<file path="config.mk">
export PLATFORM = sky130hd
export DESIGN_NAME = alu_shifter
export DESIGN_NICKNAME = d
export VERILOG_FILES = /design/src/rtl/shf_pkg.sv /design/src/rtl/shf_bitrev.sv /design/src/rtl/shf_fill_gen.sv /design/src/rtl/shf_rshift_core.sv /design/src/rtl/alu_shifter.sv
export SDC_FILE = /design/constraint.sdc
export NUM_CORES = 1
export LEC_CHECK = 0
export ABC_CLOCK_PERIOD_IN_PS = 5500
export BUFFER_PORTS_ARGS = -buffer_cell sky130_fd_sc_hd__buf_2
export CORE_ASPECT_RATIO = 1.2
export CORE_MARGIN = 1
export CORE_UTILIZATION = 59
export DETAILED_ROUTE_END_ITERATION = 16
export PLACE_DENSITY = 0.82
export SETUP_SLACK_MARGIN = 0.02
export SLEW_MARGIN = 30
export SYNTH_ARGS = -nofsm -noshare
export SYNTH_HDL_FRONTEND = slang
export SYNTH_HIERARCHICAL = 1
export SYNTH_SLANG_ARGS = --single-unit
export TNS_END_PERCENT = 20
</file>
<file path="constraint.sdc">
create_clock -name clk -period 5.5 [get_ports clk]
set_clock_uncertainty 0.1 [all_clocks]
set_input_delay 1.375 -clock clk [delete_from_list [all_inputs] [get_ports clk]]
set_output_delay 1.375 -clock clk [all_outputs]
set_load 0.005 [all_outputs]
</file>
<file path="src/rtl/shf_pkg.sv">
package shf_pkg;

  typedef enum logic [2:0] {
    SH_ASR  = 3'd0,
    SH_LSR  = 3'd1,
    SH_LSL  = 3'd2,
    SH_ROR  = 3'd3,
    SH_ROL  = 3'd4,
    SH_RORC = 3'd5,
    SH_ROLC = 3'd6,
    SH_PASS = 3'd7
  } shf_op_e;

  function automatic logic op_is_left(input shf_op_e o);
    return (o == SH_LSL) || (o == SH_ROL) || (o == SH_ROLC);
  endfunction

  function automatic logic op_is_carry_rot(input shf_op_e o);
    return (o == SH_RORC) || (o == SH_ROLC);
  endfunction

endpackage

</file>
<file path="src/rtl/shf_bitrev.sv">
module shf_bitrev #(
  parameter int WIDTH = 16
) (
  input  logic [WIDTH-1:0] din,
  output logic [WIDTH-1:0] dout
);
  for (genvar i = 0; i < WIDTH; i++) begin : g_rev
    assign dout[i] = din[WIDTH-1-i];
  end
endmodule

</file>
<file path="src/rtl/shf_fill_gen.sv">
module shf_fill_gen
  import shf_pkg::*;
#(
  parameter int WIDTH  = 16,
  parameter int FILL_W = WIDTH - 1
) (
  input  shf_op_e           op,
  input  logic [WIDTH-1:0]  src,
  input  logic              cin,
  output logic [FILL_W-1:0] fill
);
  always_comb begin
    fill = '0;
    unique case (op)
      SH_ASR:           fill = {FILL_W{src[WIDTH-1]}};
      SH_ROR, SH_ROL:   fill = src[FILL_W-1:0];
      SH_RORC, SH_ROLC: fill = {{(FILL_W-1){1'b0}}, cin};
      default:          fill = '0;
    endcase
  end
endmodule

</file>
<file path="src/rtl/shf_rshift_core.sv">
module shf_rshift_core #(
  parameter int WIDTH  = 16,
  parameter int AMT_W  = $clog2(WIDTH),
  parameter int FILL_W = WIDTH - 1
) (
  input  logic [WIDTH-1:0]  data,
  input  logic [FILL_W-1:0] fill,
  input  logic [AMT_W-1:0]  amt,
  output logic [WIDTH-1:0]  res,
  output logic              last_out
);
  localparam int VW = FILL_W + WIDTH + 1;

  logic [VW-1:0] stg [0:AMT_W];

  assign stg[0] = {fill, data, 1'b0};

  for (genvar k = 0; k < AMT_W; k++) begin : g_stage
    assign stg[k+1] = amt[k] ? (stg[k] >> (1 << k)) : stg[k];
  end

  assign res      = stg[AMT_W][WIDTH:1];
  assign last_out = stg[AMT_W][0];
endmodule

</file>
<file path="src/rtl/alu_shifter.sv">
module alu_shifter
  import shf_pkg::*;
#(
  parameter int WIDTH = 16,
  parameter int AMT_W = $clog2(WIDTH)
) (
  input  logic             clk,
  input  logic             rst,
  input  logic [WIDTH-1:0] operand,
  input  logic [AMT_W-1:0] amount,
  input  logic [2:0]       op,
  input  logic             carry_in,
  output logic [WIDTH-1:0] result,
  output logic             carry_out
);
  localparam int FILL_W = WIDTH - 1;

  shf_op_e           op_e;
  logic              left;
  logic [WIDTH-1:0]  mirrored;
  logic [WIDTH-1:0]  core_in;
  logic [FILL_W-1:0] fill;
  logic [AMT_W-1:0]  eff_amt;
  logic [WIDTH-1:0]  core_out;
  logic [WIDTH-1:0]  core_out_mir;
  logic              shout;
  logic [WIDTH-1:0]  res_d;
  logic              cy_d;

  assign op_e    = shf_op_e'(op);
  assign left    = op_is_left(op_e);
  assign eff_amt = op_is_carry_rot(op_e) ? AMT_W'(1) : amount;

  shf_bitrev #(.WIDTH(WIDTH)) u_rev_in (
    .din  (operand),
    .dout (mirrored)
  );

  assign core_in = left ? mirrored : operand;

  shf_fill_gen #(.WIDTH(WIDTH), .FILL_W(FILL_W)) u_fill (
    .op   (op_e),
    .src  (core_in),
    .cin  (carry_in),
    .fill (fill)
  );

  shf_rshift_core #(.WIDTH(WIDTH), .AMT_W(AMT_W), .FILL_W(FILL_W)) u_core (
    .data     (core_in),
    .fill     (fill),
    .amt      (eff_amt),
    .res      (core_out),
    .last_out (shout)
  );

  shf_bitrev #(.WIDTH(WIDTH)) u_rev_out (
    .din  (core_out),
    .dout (core_out_mir)
  );

  always_comb begin
    if (op_e == SH_PASS || eff_amt == '0) begin
      res_d = operand;
      cy_d  = carry_in;
    end else begin
      res_d = left ? core_out_mir : core_out;
      cy_d  = shout;
    end
  end

  always_ff @(posedge clk) begin
    if (rst) begin
      result    <= '0;
      carry_out <= 1'b0;
    end else begin
      result    <= res_d;
      carry_out <= cy_d;
    end
  end
endmodule

</file>
==> flow_metrics.py, run 1 <==
metrics = {
    "route": {
        "drt_iter0_markers": 163,
        "routed_wl_um": 6540,
        "detail-route-antenna-nets": 0,
        "num_vias": 2258,
        "viasPerCell": 6.74,
        "drt_first_pass_iters": 5,
        "wl_per_cell_um": 19.5,
        "route.detailed.drc": 0,
    },
    "grt": {
        "grt.total_usage": 0.265,
        "grt_pass1_wl_um": 10600,
        "grt_max_degree": 31,
        "grt_pass1_vias": 2101,
        "antenna_found_initial": 0,
        "overflow": 0,
    },
    "pwr": {
        "irDropWorstVdd_mv": 0.0681,
        "p_leak_uw": 0.00110,
        "powerDensity_mw_per_mm2": 198,
    },
    "final_layout": {
        "multi_input_area_mm2": 0.00205,
        "mostFrequentLayoutCells": "42 x mux2i_1, 42 x buf_2, 29 x a21oi_1",
        "fillers": 399,
        "drive_above_1_share": 0.401,
        "fin_cells": 335,
        "antenna_cells": 0,
        "fin_util": 0.601,
        "regArea_um2": 340,
        "syn_to_final_growth_pct": -2.35,
        "nets": 304,
    },
    "sta": {
        "tightest_slew_ps": 701,
        "hold_viol": 0,
        "fin_crit_ps": 4400,
        "fin_crit_sh": 0.800,
        "finalSetupTns_ps": 0,
        "setup_viol": 0,
        "fmax_mhz": 227,
        "report.final.slew_viol_count": 0,
        "rsz0062_at_grt": "false",
        "slew_headroom": 0.532,
    },
    "synth": {
        "syn_area_mm2": 0.00283,
        "ys.flop_type": "dfxtp_1",
        "synthArstFlopShare": 0,
        "avgSynthCellArea_um2": 9.92,
        "syn_nets": 311,
        "ys.warnings.count": 6,
        "ys_seq_area_frac": 0.120,
        "yosysUniqueCellTypes": 39,
        "synthCells": 285,
        "synth_edf_count": 0,
        "synth-seq-cells": 17,
    },
    "worst_setup_path": {
        "crit_start": "op[2]",
        "cp_cell_sequence": "buf_2 -> o21bai_2 -> buf_4 -> mux2_2 -> a21oi_1 -> o21ai_1 -> mux4_1 -> mux4_1 -> mux2i_1 -> a211oi_2",
        "crit_family": "multiplexers",
        "critPathLaunchType": "input port",
        "cp_max_fo": 30,
        "slowest_stage": "mux4_1",
        "cpMostUsedCell": "mux4_1",
        "cpPeakStageDelay_ps": 600,
        "crit_buf_inv": 2,
        "cp_data_arrival_time_ps": 4420,
        "crit_required_ps": 5520,
        "critical_path.endpoint_type": "flop",
        "crit_type": "input port to flop",
    },
    "cts": {
        "cts_repair_resize_count": 0,
        "cts_made_buffers": 3,
        "path_clk_slew_ps": 60,
        "cts_hold_buf": 0,
        "cts_buffer_depth": 2,
        "cts.sinks": 17,
        "cts_tree": "yes",
        "postCtsSetupRepairBufs": 0,
        "cts_root_buf": "clkbuf_8",
        "h-tree-depth": 1,
    },
    "placement": {
        "port_buffers": 42,
        "place_inst": 331,
        "routabilityCongestion": 0.932,
        "hpwl_um": 4880,
    },
    "floorplan": {
        "initial_core_util": 0.615,
        "core_mm2": 0.00459,
        "die_w_um": 65.2,
        "rows": 27,
        "die_h_um": 77.8,
        "io_pins": 43,
        "fp.dieArea_mm2": 0.00507,
    },
    "min_path": {
        "hold_class": "input port to flop",
        "hp-start": "carry_in",
    },
    "job": {
        "max-cap-violations": 0,
    },
    "outcome": {
        "status": "finished, final reports clean",
    },
}
final cells by class:
| type | instances | area share |
|---|---|---|
| Clock buffer | 4 | 0.0163 |
| Multi-Input combinational cell | 208 | 0.743 |
| Timing Repair Buffer | 47 | 0.0898 |
| Sequential cell | 17 | 0.123 |
| Inverter | 1 | 0.00136 |
| Tap cell | 58 | 0.0263 |
sequential cells by signal, indices dropped and copies added, names as in the netlist:
register and cells:
carry_out 1, result 16
power by group:
group	internal (uW)	switching (uW)	leakage, uW
clock network	51.3	39.7	0.0000228
logic	149	160	0.000936
registers	142	3.63	0.000141
total	342	204	0.00110
worst min-delay path: cells and delay by family:
family	cells	cell delay, ps
buffers and inverters	1	130
AO/OA/AOI/OAI	1	50
AND/OR/NAND/NOR	1	70
through the flow:
stage / total power (uW) / hold WS [ps] / cell area [um^2] / setup slack (ps)
floorplan: 426 / 1420 / 2830 / 806
global placement: 446 / 1570 / 2710 / 950
detailed placement: 452 / 1580 / 2710 / 863
CTS: 543 / 1320 / 2760 / 1140
global route: 578 / 1340 / 2760 / 912
finish: 546 / 1310 / 2760 / 1100
per-layer routing:
metal	track usage	up-vias	routed length, um
met3	0.0191	12	329
met4	0.0870	0	116
met1	0.359	1110	2790
met2	0.439	78	3300
met5	0	-	0
li1	-	1058	-
cells in the mapped netlist, types with 5 or more instances:
library cell / count / area [um^2]
dfxtp_1: 17 / 340
a21oi_1: 29 / 145
buf_2: 8 / 40.0
buf_6: 5 / 56.3
nand2_1: 17 / 63.8
a211oi_2: 9 / 113
a211oi_1: 8 / 60.1
buf_4: 33 / 248
a22oi_1: 5 / 37.5
mux2i_1: 42 / 420
and2_1: 5 / 31.3
mux4_1: 6 / 158
mux2_2: 26 / 293
clkbuf_1: 9 / 33.8
o21ai_1: 11 / 55.1
mux4_2: 19 / 428
final timing paths:
kind                      to  cells after the start
setup / recovery  result[11]                     10
hold / removal     carry_out                      3
kinds of logic (layout without fill, tap and decap cells):
group                  Yosys count  after routing  synth area share
multiplexers                    93             93             0.459
flip-flops                      17             17             0.120
AND/OR/NAND/NOR                 36             36            0.0748
AO/OA/AOI/OAI                   78             78             0.186
XOR/XNOR                         1              1           0.00310
buffers and inverters           60             52             0.156
Power figures use the tool's default switching activity.
==> inputs of run 2 (changes only) <==
ABC_AREA = 1   (was default)
ABC_CLOCK_PERIOD_IN_PS = 4000   (was 5500)
CORE_UTILIZATION = 53   (was 59)
PLACE_DENSITY = 0.78   (was 0.82)
clock period = 4 ns   (was 5.5 ns; I/O delays follow)
==> run 2 against run 1 <==
Compared with the run above: combinational power grew 45%; sequential share of layout area shrank 0.36 points; sequential power grew 34%; total power grew 41%; wire length grew 26%; design area grew 3.0%; critical endpoint is now result[10]; largest power group unchanged.
==> flow_metrics.py, run 2 <==
metrics = {
    "synth": {
        "ys_top_cells_by_count": "190 x nand2_1, 143 x nand3_1, 38 x inv_1, 36 x buf_4, 20 x nor2_1",
        "synth_area_leaders": "nand3_1 25%, nand2_1 25%, dfxtp_1 12%",
        "syn_area_mm2": 0.00288,
        "ys_seq_area_frac": 0.118,
        "netlist.area_leader.share": 0.248,
        "yosysUniqueCellTypes": 22,
        "ys.flop_type": "dfxtp_1",
        "avgSynthCellArea_um2": 5.31,
        "yosysTopAreaCell": "nand3_1",
        "synth_edf_count": 0,
        "yosysMostFrequentCell": "nand2_1",
        "ys.warnings.count": 6,
        "synth-seq-cells": 17,
        "synthCells": 543,
        "syn_nets": 569,
        "synthArstFlopShare": 0,
    },
    "placement": {
        "placed_area_mm2": 0.00280,
        "port_buffers": 42,
        "post-place-ws_ps": 465,
        "hpwl_um": 5990,
        "routabilityCongestion": 0.970,
    },
    "pwr": {
        "swShare": 0.457,
        "power_frac_clock": 0.165,
        "switching_power_uw": 352,
        "pwr-share-seq": 0.253,
        "powerDensity_mw_per_mm2": 271,
        "p_int_uw": 418,
        "p_leak_uw": 0.00164,
        "p_comb_frac": 0.582,
        "irDropWorstVdd_mv": 0.109,
    },
    "route": {
        "num_vias": 3398,
        "wl_met3_um": 708,
        "route.detailed.drc": 0,
        "wl_per_cell_um": 14.0,
        "top_layer": "met4",
        "wl_met2_um": 3860,
        "viasPerCell": 5.75,
        "drt_iter0_markers": 343,
        "drt_first_pass_iters": 5,
        "detail-route-antenna-nets": 0,
        "routed_wl_um": 8260,
        "wl_met1_um": 3430,
    },
    "grt": {
        "grt.total_usage": 0.291,
        "antenna_found_initial": 0,
        "grt_pass1_wl_um": 13500,
        "grt_max_degree": 48,
        "grt_pass1_vias": 2905,
        "overflow": 0,
    },
    "worst_setup_path": {
        "cp_cell_sequence": "buf_2 -> o21ai_4 -> buf_4 -> mux2_2 -> nand3_1 -> nand3_1 -> nand2_1 -> nand3_1 -> nand3_1 -> nand2_1 -> nand2_1 -> nand2_1 -> nand2_1 -> o21ai_0 -> inv_1 -> nand3_1 -> nand2_1 -> nor2_1",
        "crit_required_ps": 4040,
        "slowest_stage": "mux2_2",
        "critPathLaunchType": "input port",
        "cpMostUsedCell": "nand2_1",
        "cp_data_arrival_time_ps": 3360,
        "critical_path.endpoint_type": "flop",
        "crit_type": "input port to flop",
        "cpPeakStageDelay_ps": 420,
        "cp_max_fo": 47,
    },
    "cts": {
        "cts_made_buffers": 3,
        "cts_buffer_depth": 2,
        "h-tree-depth": 1,
        "cts_root_buf": "clkbuf_8",
        "cts_repair_resize_count": 0,
        "path_clk_slew_ps": 70,
        "cts_tree": "yes",
        "postCtsSetupRepairBufs": 0,
        "cts.sinks": 17,
        "cts_hold_buf": 0,
    },
    "sta": {
        "hold_viol": 0,
        "fin_crit_ps": 3320,
        "setup_ws_ps": 685,
        "rsz0062_at_grt": "false",
        "setup_viol": 0,
        "fin_crit_sh": 0.829,
        "fmax_mhz": 302,
        "tightest_slew_ps": 568,
        "finalSetupTns_ps": 0,
        "slew_headroom": 0.620,
        "worst_hold_slack_ps": 897,
        "report.final.slew_viol_count": 0,
    },
    "final_layout": {
        "largest_reg_flops": 16,
        "mostFrequentLayoutCells": "190 x nand2_1, 143 x nand3_1, 42 x buf_2",
        "fin_util": 0.540,
        "antenna_cells": 0,
        "final_common_cell": "nand2_1",
        "largest-register": "result",
        "syn_to_final_growth_pct": -1.39,
        "drive_above_1_share": 0.164,
        "nets": 556,
        "design_area_mm2": 0.00284,
        "reg_top3": "result: 16 flops, carry_out: 1 flops",
    },
    "floorplan": {
        "die_w_um": 69.3,
        "initial_core_util": 0.548,
        "rows": 29,
        "io_pins": 43,
        "fp.dieArea_mm2": 0.00574,
        "die_h_um": 82.8,
        "core_mm2": 0.00526,
    },
    "min_path": {
        "hold_class": "input port to flop",
    },
    "job": {
        "max-cap-violations": 0,
    },
    "outcome": {
        "status": "finished, final reports clean",
    },
}
-- run 2: cell types whose count changed after synthesis, sizes merged, moves of 20 or more --
cell and delta:
nand2 +176, nor2 +20, inv +45, mux2i -42
nand3 +143, mux4 -25
-- run 2: final timing paths --
check / depth (start not counted) / end / from / slack, ps
worst max-delay path: 18 / result[10] / op[1] / 680
worst min-delay path: 3 / result[12] / operand[12] / 900
-- run 2: power by group through the flow --
| stage | sequential [uW] | clock, uW | combinational [uW] |
|---|---|---|---|
| after floorplan | 203 | 0 | 379 |
| after global placement | 199 | 0 | 433 |
| after detailed placement | 199 | 0 | 437 |
| after CTS | 195 | 128 | 439 |
| after global routing | 196 | 136 | 505 |
| final | 195 | 127 | 448 |
-- run 2: cell type report --
cell class	instances	area, um^2
well taps	62	77.6
multi-input cells	411	1940
repair buffers	49	263
fillers	596	2420
clock inverters	1	5.00
inverters	48	180
flip-flops and latches	17	340
clock buffers	3	41.3
-- run 2: cell families (layout without fill, tap and decap cells) --
logic type      Yosys count  in the layout  synth area share
compound gates           35             35            0.0647
flops                    17             17             0.118
mux                      16             16            0.0625
buf+inv                 115            101             0.214
simple gates            360            360             0.540
-- run 2: through the flow --
| step | total power (uW) | instances |
|---|---|---|
| floorplan | 582 | 543 |
| global placement | 632 | 587 |
| detailed placement | 636 | 587 |
| CTS | 763 | 591 |
| global route | 837 | 591 |
| finish | 770 | 591 |
-- run 2: per-layer routing --
metal,track usage,vias to the layer above
met4,0.131,0
met1,0.367,1495
li1,-,1693
met5,0,-
met2,0.517,190
met3,0.0133,20
-- run 2: critical path, delay by kind of cell --
family | cells | cell delay [ps]
AOI/OAI and AO/OA | 2 | 240
buffers and inverters | 3 | 630
muxes | 1 | 420
and+or+nand+nor | 12 | 1060
